==> src/rtl/dacrx_pkg.sv <==
package dacrx_pkg;
  localparam int FRAME_BITS = 16;
  localparam int CODE_W     = 10;
  localparam int CODE_LSB   = 2;
  localparam int SPEED_POS  = 14;
  localparam int POWER_POS  = 13;
  localparam int CNT_W      = $clog2(FRAME_BITS + 1);
  localparam int IDX_W      = $clog2(FRAME_BITS);

  // order of the synchronized input vector
  localparam int SIG_DIN  = 0;
  localparam int SIG_CS   = 1;
  localparam int SIG_FS   = 2;
  localparam int SIG_SCLK = 3;
  localparam int SIG_N    = 4;

  typedef struct packed {
    logic             clear;
    logic             shift;
    logic             commit;
    logic [IDX_W-1:0] pos;
  } rxStrobes_t;
endpackage

==> src/rtl/dacrx_sync.sv <==
module dacrx_sync #(
  parameter int WIDTH  = 4,
  parameter int STAGES = 2
) (
  input  logic             clk,
  input  logic             rstN,
  input  logic [WIDTH-1:0] asyncIn,
  output logic [WIDTH-1:0] syncOut
);
  logic [WIDTH-1:0] stage [STAGES];

  generate
    for (genvar g = 0; g < STAGES; g++) begin : g_stage
      always_ff @(posedge clk or negedge rstN) begin
        if (!rstN) stage[g] <= '0;
        else if (g == 0) stage[g] <= asyncIn;
        else stage[g] <= stage[(g > 0) ? g - 1 : 0];
      end
    end
  endgenerate

  assign syncOut = stage[STAGES-1];
endmodule

==> src/rtl/dacrx_ctrl.sv <==
module dacrx_ctrl
  import dacrx_pkg::*;
(
  input  logic             clk,
  input  logic             rstN,
  input  logic [SIG_N-1:0] syncIn,
  output rxStrobes_t       strb
);
  logic [SIG_N-1:0] prevIn;
  logic             frameOn;
  logic [CNT_W-1:0] bitCnt;
  logic             sclkFall, sclkRise, fsFall, fsRise, csHigh, full;

  always_ff @(posedge clk or negedge rstN) begin
    if (!rstN) prevIn <= '0;
    else       prevIn <= syncIn;
  end

  assign sclkFall = prevIn[SIG_SCLK] & ~syncIn[SIG_SCLK];
  assign sclkRise = ~prevIn[SIG_SCLK] & syncIn[SIG_SCLK];
  assign fsFall   = prevIn[SIG_FS] & ~syncIn[SIG_FS];
  assign fsRise   = ~prevIn[SIG_FS] & syncIn[SIG_FS];
  assign csHigh   = syncIn[SIG_CS];
  assign full     = (bitCnt == CNT_W'(FRAME_BITS));

  always_comb begin
    strb        = '0;
    strb.pos    = IDX_W'(FRAME_BITS - 1 - int'(bitCnt));
    if (!csHigh) begin
      if (fsFall) strb.clear = 1'b1;
      else if (frameOn) begin
        if (fsRise)                strb.commit = (bitCnt != '0);
        else if (full && sclkRise) strb.commit = 1'b1;
        else if (!full && sclkFall) strb.shift = 1'b1;
      end
    end
  end

  always_ff @(posedge clk or negedge rstN) begin
    if (!rstN) begin
      frameOn <= 1'b0;
      bitCnt  <= '0;
    end else if (csHigh) begin
      frameOn <= 1'b0;
    end else if (strb.clear) begin
      frameOn <= 1'b1;
      bitCnt  <= '0;
    end else if (frameOn && (fsRise || strb.commit)) begin
      frameOn <= 1'b0;
    end else if (strb.shift) begin
      bitCnt  <= bitCnt + 1'b1;
    end
  end

  a_r2_count_bound: assert property (@(posedge clk) disable iff (!rstN)
    bitCnt <= CNT_W'(FRAME_BITS));

  a_r2_clear_zeroes_count: assert property (@(posedge clk) disable iff (!rstN)
    strb.clear |=> (bitCnt == '0) && frameOn);

  a_r9_idle_when_cs_high: assert property (@(posedge clk) disable iff (!rstN)
    csHigh |=> !frameOn);

  a_r5_no_empty_commit: assert property (@(posedge clk) disable iff (!rstN)
    strb.commit |-> bitCnt != '0);
endmodule

==> src/rtl/dacrx_dpath.sv <==
module dacrx_dpath
  import dacrx_pkg::*;
(
  input  logic              clk,
  input  logic              rstN,
  input  logic              dinSync,
  input  rxStrobes_t        strb,
  output logic [CODE_W-1:0] dacCode,
  output logic              fastMode,
  output logic              powerDown,
  output logic              updateStb
);
  logic [FRAME_BITS-1:0] frameReg;

  always_ff @(posedge clk or negedge rstN) begin
    if (!rstN) frameReg <= '0;
    else if (strb.clear) frameReg <= '0;
    else if (strb.shift) frameReg[strb.pos] <= dinSync;
  end

  always_ff @(posedge clk or negedge rstN) begin
    if (!rstN) begin
      dacCode   <= '0;
      fastMode  <= 1'b0;
      powerDown <= 1'b0;
      updateStb <= 1'b0;
    end else begin
      updateStb <= strb.commit;
      if (strb.commit) begin
        dacCode   <= frameReg[CODE_LSB +: CODE_W];
        fastMode  <= frameReg[SPEED_POS];
        powerDown <= frameReg[POWER_POS];
      end
    end
  end

  a_r3_single_cycle_strobe: assert property (@(posedge clk) disable iff (!rstN)
    updateStb |=> !updateStb);

  a_r3_hold_without_commit: assert property (@(posedge clk) disable iff (!rstN)
    !strb.commit |=> $stable(dacCode) && $stable(fastMode) && $stable(powerDown));

  a_r3_strobe_follows_commit: assert property (@(posedge clk) disable iff (!rstN)
    strb.commit |=> updateStb);
endmodule

==> src/rtl/dac_word_rx.sv <==
module dac_word_rx
  import dacrx_pkg::*;
#(
  parameter int SYNC_STAGES = 2
) (
  input  logic              clk,
  input  logic              rstN,
  input  logic              sclkIn,
  input  logic              fsIn,
  input  logic              csIn,
  input  logic              dinIn,
  output logic [CODE_W-1:0] dacCode,
  output logic              fastMode,
  output logic              powerDown,
  output logic              updateStb
);
  logic [SIG_N-1:0] rawIn, syncIn;
  rxStrobes_t       strb;

  assign rawIn = {sclkIn, fsIn, csIn, dinIn};

  dacrx_sync #(.WIDTH(SIG_N), .STAGES(SYNC_STAGES)) i_sync (
    .clk(clk), .rstN(rstN), .asyncIn(rawIn), .syncOut(syncIn)
  );

  dacrx_ctrl i_ctrl (
    .clk(clk), .rstN(rstN), .syncIn(syncIn), .strb(strb)
  );

  dacrx_dpath i_dpath (
    .clk(clk), .rstN(rstN), .dinSync(syncIn[SIG_DIN]), .strb(strb),
    .dacCode(dacCode), .fastMode(fastMode), .powerDown(powerDown),
    .updateStb(updateStb)
  );
endmodule

==> config.mk <==
export PLATFORM = sky130hd
export DESIGN_NAME = dac_word_rx
export DESIGN_NICKNAME = d
export VERILOG_FILES = /design/src/rtl/dacrx_pkg.sv /design/src/rtl/dacrx_sync.sv /design/src/rtl/dacrx_ctrl.sv /design/src/rtl/dacrx_dpath.sv /design/src/rtl/dac_word_rx.sv
export SDC_FILE = /design/constraint.sdc
export NUM_CORES = 1
export LEC_CHECK = 0
export BUFFER_PORTS_ARGS = -buffer_cell sky130_fd_sc_hd__buf_2
export CAP_MARGIN = 20
export CORE_MARGIN = 3
export CORE_UTILIZATION = 35
export DETAILED_ROUTE_END_ITERATION = 10
export PLACE_DENSITY = 0.6
export SLEW_MARGIN = 20
export SYNTH_ARGS = -nofsm -noshare
export SYNTH_HDL_FRONTEND = slang
export SYNTH_SLANG_ARGS = --single-unit
==> constraint.sdc <==
create_clock -name clk -period 2.9 [get_ports clk]
set_clock_uncertainty 0.2 [all_clocks]
set_input_delay 0.29 -clock clk [delete_from_list [all_inputs] [get_ports clk]]
set_output_delay 0.29 -clock clk [all_outputs]
set_load 0.05 [all_outputs]
==> results of run 1 <==
==> sequential cells by signal, indices dropped and copies added, names as in the netlist <==
name,flops
i_ctrl.prevIn,2
i_sync.syncOut,4
i_dpath.updateStb,1
i_dpath.frameReg,12
i_ctrl.frameOn,1
i_dpath.fastMode,1
i_sync.stage,4
i_ctrl.bitCnt,5
i_dpath.dacCode,10
i_dpath.powerDown,1
==> through the flow <==
stage | setup slack [ps] | cells
global route | 247 | 233
CTS | 410 | 233
finish | 402 | 233
global placement | 475 | 221
detailed placement | 429 | 221
floorplan | 626 | 141
==> timing repair <==
| item | 4_1_cts | 5_1_grt |
|---|---|---|
| buffers inserted | 0 | 0 |
| hold buffers | 5 | 0 |
| hold endpoints to repair | 45 | 0 |
==> synth_stat cells <==
library cell,n
mux2_2,3
nor3_1,2
nand2_1,21
a31o_2,2
buf_2,1
nor2b_1,1
dfrtp_1,41
or3b_2,1
nor3b_4,1
nand2b_1,2
nor4bb_1,1
ha_1,4
a211oi_4,1
nand4_1,4
nand3_2,1
a211oi_1,2
xor2_1,1
nor4b_1,2
inv_1,4
buf_6,2
nor2_1,8
mux2i_1,12
nand4bb_1,1
xnor2_1,3
nand3_1,4
and2b_2,1
a21oi_1,2
a211o_2,1
clkbuf_1,2
mux2_4,9
buf_12,1
==> how the worst max path moves through the flow <==
stage,slack (ps),endpoint,startpoint
after floorplan,630,i_dpath.dacCode[0],i_ctrl.bitCnt[0]
after global placement,480,i_dpath.dacCode[1],i_ctrl.bitCnt[0]
after detailed placement,430,i_dpath.dacCode[8],i_ctrl.bitCnt[0]
after CTS,410,i_dpath.dacCode[8],i_ctrl.bitCnt[0]
after global routing,250,i_dpath.dacCode[8],i_ctrl.bitCnt[0]
final,400,i_dpath.dacCode[8],i_ctrl.bitCnt[0]
==> worst register-to-register path, cell delays in order, from the launching register on <==
cell      delay (ps)
dfrtp_1          430
inv_1             90
ha_1             280
nor3b_4          200
a211o_2          370
a211oi_4         240
buf_4            270
mux2_4           310
==> area by class of cell <==
type	instances	area (µm²)	area share
Multi-Input combinational cell	90	714	0.345
Clock buffer	7	86.3	0.0416
Tap cell	67	83.8	0.0404
Inverter	4	15.0	0.00724
Timing Repair Buffer	24	148	0.0712
Sequential cell	41	1030	0.495
==> layer usage <==
layer  vias to the layer above  global-route usage
li1                        531                   -
met2                        25               0.154
met1                       528               0.142
met5                         -                   0
met4                         0              0.0594
met3                         7              0.0313
==> cell families after synthesis <==
logic type | count (synthesis) | synth area share
XOR/XNOR | 4 | 0.0194
flip-flops | 41 | 0.567
adder cells (fa/ha/maj) | 4 | 0.0276
AND/OR/NAND/NOR | 50 | 0.148
buffers and inverters | 10 | 0.0387
AO/OA/AOI/OAI | 8 | 0.0401
multiplexers | 24 | 0.160
==> power by group through the flow <==
stage          Clock (W)  Sequential (W)  Combinational [W]
2_1_floorplan          0        0.000599          0.0000272
3_3_place_gp           0        0.000600          0.0000450
3_5_place_dp           0        0.000601          0.0000461
4_1_cts         0.000377        0.000590          0.0000515
5_1_grt         0.000401        0.000592          0.0000577
6_report        0.000363        0.000590          0.0000501
==> run_results.csv, run 1 <==
group,metric,value,unit
run_status,status,"finished, final reports clean",
synth,synthTopCellsByArea,"dfrtp_1 (57%), mux2_4 (7.5%), mux2i_1 (6.6%), nand2_1 (4.4%), ha_1 (2.8%)",
route,routedWlPerCell,12.3,µm
setup_path,max_stage_delay,430,ps
finish,n_fill_cell,461,
power_and_ir_drop,p_leak,1.02,nW
route,drt_pass1_iterations,4,
setup_path,worstPathCellList,"inv_1 > ha_1 > nor3b_4 > a211o_2 > a211oi_4 > buf_4 > mux2_4",
timing,fmax,400,MHz
synth,postSynthAreaPerCell,12.8,µm²
floorplan,row_count,25,
finish,nets,176,
route,final_antenna_net_count,0,
setup_path,critical_path.top_delay_family,"compound AO/OA/AOI/OAI gates",
floorplan,die_area,6070,µm²
clock_network,cts_htree_levels,2,
place,gp_congestion,0.783,
min_path,worstHoldStart,"i_sync.stage[6]",
clock_network,cts-resized-gates,0,
setup_path,timing.critical_path.from_type,"register",
setup_path,rr_startpoint,"i_ctrl.bitCnt[0]",
power_and_ir_drop,clockPowerShare,0.362,
power_and_ir_drop,switchingPower,0.000214,W
min_path,hp-class,"register to register",
power_and_ir_drop,cellPowerDensity,484,nW/µm²
power_and_ir_drop,design_power_total,0.00100,W
finish,diodes,0,
clock_network,path_clk_slew,70,ps
global_routing,antenna_found_initial,0,
route,via_count,1091,
clock_network,cts_sinks,41,
clock_network,numCtsBuffers,5,
route,wirelength,2870,µm
setup_path,cp_max_fo,10,
setup_path,critPathKind,"register to register",
synth,synth.distinct_cells,31,
setup_path,r2r_slack,400,ps
power_and_ir_drop,switching_share,0.214,
timing,timing.final.max_slew_violations,0,
setup_path,r2r-end,"i_dpath.dacCode[8]",
global_routing,grt_pass1_wl,5100,µm
finish,layout_commonest_cell,"dfrtp_1",
min_path,hold_depth,0,
timing,setup_viol,0,
floorplan,core-area,4850,µm²
floorplan,pin_count,19,
route,wl_met3,134,µm
run,maxCapViolCount,0,
route,drt-met1-wl,1380,µm
synth,synth_top_area_share,0.567,
finish,design_area,2070,µm²
timing,finalHoldViolations,0,
setup_path,path_buf_inv,2,
setup_path,crit_required,2870,ps
synth,synth_warnings,0,
finish,drive_above_1_share,0.271,
min_path,hold_path_end,"i_sync.syncOut[2]",
clock_network,tritoncts,"done",
timing,finalHoldWorstSlack,148,ps
route,top_layer,"met4",
setup_path,slowest_stage,"dfrtp_1",
synth,ys_seq_area_frac,0.567,
timing,setup_tns,0,ps
synth,synth_area_leader_cell,"dfrtp_1",
power_and_ir_drop,power_frac_seq,0.588,
global_routing,grt_pass1_vias,1092,
floorplan,die_y,77.9,µm
global_routing,grt_use_total,0.106,
power_and_ir_drop,p_int,0.000789,W
finish,area.growth.synth_to_final,14.5,%
timing,rsz0062_at_grt,"false",
finish,final_cell_mix,"dfrtp_1 (41), nand2_1 (21), buf_2 (18)",
clock_network,clk_path_buf_depth,2,
synth,mappedNetlistNets,151,
power_and_ir_drop,ir_drop,303,µV
timing,min_period,2500,ps
place,dpl-instance-area,1940,µm²
synth,synthCells,141,
setup_path,crit_path_end_kind,"register",
timing,worst_slew_pin_slew,861,ps
floorplan,dieWidth,77.9,µm
route,viasPerCell,4.68,
synth,synthesis.area,1810,µm²
global_routing,grt_max_degree,42,
clock_network,cts-root-buf,"clkbuf_8",
global_routing,gr-total-overflow,0,
place,io_buffers,18,
place,hpwl,1990,µm
floorplan,start_util,0.373,
clock_network,insertion_delay,280,ps
timing,period_share,0.861,
setup_path,arrival,2470,ps
synth,ys_ff_latch,41,
power_and_ir_drop,power_frac_comb,0.050,
setup_path,cp_num_cells,7,
route,drcViolationCount,0,
route,wl_met2,1300,µm
setup_path,reg2reg_depth,7,
finish,finalCoreUtilization,0.428,
route,drtIter0Drc,42,
timing,slew_headroom,0.426,
Note: power is estimated with default switching activity, not from simulation.
==> inputs of run 2 (changes only) <==
--- a/config.mk
+++ b/config.mk
@@ -14,4 +14,5 @@
 export SLEW_MARGIN = 20
 export SYNTH_ARGS = -nofsm -noshare
 export SYNTH_HDL_FRONTEND = slang
+export SYNTH_HIERARCHICAL = 1
 export SYNTH_SLANG_ARGS = --single-unit
==> run_results.csv, run 2 <==
group,metric,value,unit
place,dpl-instance-area,1940,µm²
setup_path,cp_max_fo,8,
finish,finalCoreUtilization,0.433,
setup_path,arrival,2270,ps
timing,min_period,2300,ps
global_routing,antenna_found_initial,0,
place,gp_congestion,0.832,
power_and_ir_drop,p_leak,1.13,nW
synth,synth_edf_count,0,
clock_network,tritoncts,"done",
place,place_inst,226,
timing,rsz0062_at_grt,"false",
route,drtIter0Drc,31,
synth,ys_ff_latch,41,
setup_path,timing.critical_path.from_type,"register",
power_and_ir_drop,switching_share,0.202,
clock_network,cts-root-buf,"clkbuf_8",
timing,timing.final.max_slew_violations,0,
finish,largest_registers,"i_dpath/frameReg x12, i_dpath/dacCode x10, i_ctrl/bitCnt x5",
global_routing,gr-total-overflow,0,
route,wirelength,3050,µm
route,via_count,1120,
floorplan,start_util,0.371,
timing,setup_viol,0,
synth,synthCells,147,
synth,synthTopCellsByArea,"dfrtp_1 (57%), mux2i_1 (9.5%), mux2_2 (7.5%), nand2b_1 (3.8%), nand2_1 (2.9%)",
finish,largest_register_ffs,12,
finish,area.growth.synth_to_final,16.6,%
synth,synth_warnings,6,
clock_network,insertion_delay,280,ps
synth,synthesis.area,1800,µm²
setup_path,rr_startpoint,"i_ctrl/bitCnt[0]",
synth,synth_top_area_share,0.570,
synth,synth.distinct_cells,28,
global_routing,grt_use_total,0.116,
synth,postSynthAreaPerCell,12.2,µm²
route,final_antenna_net_count,0,
finish,diodes,0,
synth,mappedNetlistNets,155,
floorplan,dieWidth,77.7,µm
setup_path,critPathKind,"register to register",
place,hpwl,2110,µm
route,drcViolationCount,0,
setup_path,crit_required,2860,ps
floorplan,row_count,25,
clock_network,clk_path_buf_depth,2,
global_routing,grt_pass1_vias,1245,
power_and_ir_drop,ir_drop,281,µV
floorplan,core-area,4850,µm²
timing,setup_tns,0,ps
synth,ys_seq_area_frac,0.570,
route,drt_pass1_iterations,4,
floorplan,die_y,77.7,µm
route,routedWlPerCell,12.8,µm
clock_network,cts_htree_levels,2,
synth,synthFlopType,"dfrtp_1",
synth,yosys-top-cells-count,"dfrtp_1 (41), mux2i_1 (17), nand2_1 (14)",
run,maxCapViolCount,0,
power_and_ir_drop,switchingPower,0.000216,W
floorplan,pin_count,19,
timing,worst_slew_pin_slew,879,ps
power_and_ir_drop,power_frac_comb,0.046,
place,io_buffers,18,
timing,slew_headroom,0.414,
min_path,hp-class,"register to register",
finish,drive_above_1_share,0.281,
min_path,worstHoldStart,"i_sync/stage[5]",
route,viasPerCell,4.71,
synth,synth_area_leader_cell,"dfrtp_1",
synth,async_flop_share,1.00,
finish,stdcell_count,238,
clock_network,cts_sinks,41,
power_and_ir_drop,power_frac_seq,0.551,
finish,top_register,"i_dpath/frameReg",
finish,layout_commonest_cell,"dfrtp_1",
power_and_ir_drop,p_int,0.000850,W
floorplan,die_area,6040,µm²
setup_path,cp-startpoint,"i_ctrl/bitCnt[0]",
timing,finalHoldViolations,0,
global_routing,grt_max_degree,42,
finish,design_area,2100,µm²
clock_network,numCtsBuffers,5,
timing,period_share,0.794,
timing,fmax,434,MHz
synth,yosysMostFrequentCell,"dfrtp_1",
power_and_ir_drop,design_power_total,0.00107,W
power_and_ir_drop,clockPowerShare,0.403,
power_and_ir_drop,cellPowerDensity,508,nW/µm²
setup_path,crit_path_end_kind,"register",
run_status,status,"finished, final reports clean",
clock_network,cts_setup_buffers,0,
finish,n_fill_cell,459,
finish,nets,179,
clock_network,path_clk_slew,70,ps
global_routing,grt_pass1_wl,5570,µm
finish,final_cell_mix,"dfrtp_1 (41), buf_2 (18), mux2i_1 (17)",
[run 2: cell types whose count changed after synthesis, moves of 3 or more]
cell      delta
inv_1        +7
o21ai_0      +3
nand2_1      -7
mux2_4       -9
nor2_1       -7
nand2b_1     +9
mux2_2       +9
mux2i_1      +5
buf_4        +4
[run 2: cells by family (layout without fill, tap and decap cells)]
kind of cell	after synthesis	count (layout)	share of synthesized area
multiplexers	29	29	0.170
AO/OA/AOI/OAI	5	5	0.0174
adder cells (fa/ha/maj)	2	2	0.0139
AND/OR/NAND/NOR	50	50	0.174
buffers and inverters	19	43	0.0501
flip-flops	41	41	0.570
XOR/XNOR	1	1	0.00487
[run 2: metrics by stage]
step	worst slack (ps)	hold WS (ps)
global placement	678	134
floorplan	577	-206
CTS	611	153
detailed placement	635	135
global route	467	169
finish	598	153
[run 2: worst max-delay path, cell delays in order, from the launching register on]
cell,delay [ps]
dfrtp_1,420
inv_1,170
ha_1,200
nor3b_2,240
a32oi_1,150
a211oi_2,240
buf_4,220
mux2_2,340
[run 2: area by class of cell]
| cell class | count | area (µm²) | area share |
|---|---|---|---|
| multi-input cells | 87 | 688 | 0.328 |
| clock inverters | 2 | 35.0 | 0.0167 |
| flip-flops and latches | 41 | 1030 | 0.489 |
| well taps | 67 | 83.8 | 0.0400 |
| inverters | 11 | 41.3 | 0.0197 |
| clock buffers | 5 | 68.8 | 0.0328 |
| repair buffers | 25 | 155 | 0.0739 |
[run 2: path summary, 6_finish.rpt]
path | cells after the start | endpoint | slack, ps
worst max-delay path | 7 | i_dpath/dacCode[7] | 600
worst min-delay path | 0 | i_sync/syncOut[1] | 150
max in group asynchronous | 2 | i_ctrl/bitCnt[0] | 1480
worst max register to register | 7 | i_dpath/dacCode[7] | 600
min in group asynchronous | 2 | i_dpath/dacCode[6] | 460
worst min register to register | 0 | i_sync/syncOut[1] | 150
[run 2: per-layer routing]
layer | routed length, µm | up-vias | global-route usage
met5 | 0 | - | 0
met4 | 27 | 0 | 0.0498
met3 | 118 | 2 | 0.0406
met2 | 1480 | 18 | 0.182
met1 | 1420 | 563 | 0.144
li1 | - | 537 | -
[run 2: power by group through the flow]
stage	clock network, W	registers [W]	logic [W]
after floorplan	0	0.000596	0.0000304
after global placement	0	0.000598	0.0000436
after detailed placement	0	0.000599	0.0000452
after CTS	0.000446	0.000587	0.0000502
after global routing	0.000471	0.000589	0.0000567
final	0.000429	0.000587	0.0000493
[run 2: what timing repair did]
action                    CTS  global route
resized for setup           0             0
hold buffers                5             0
hold endpoints to repair   45             0
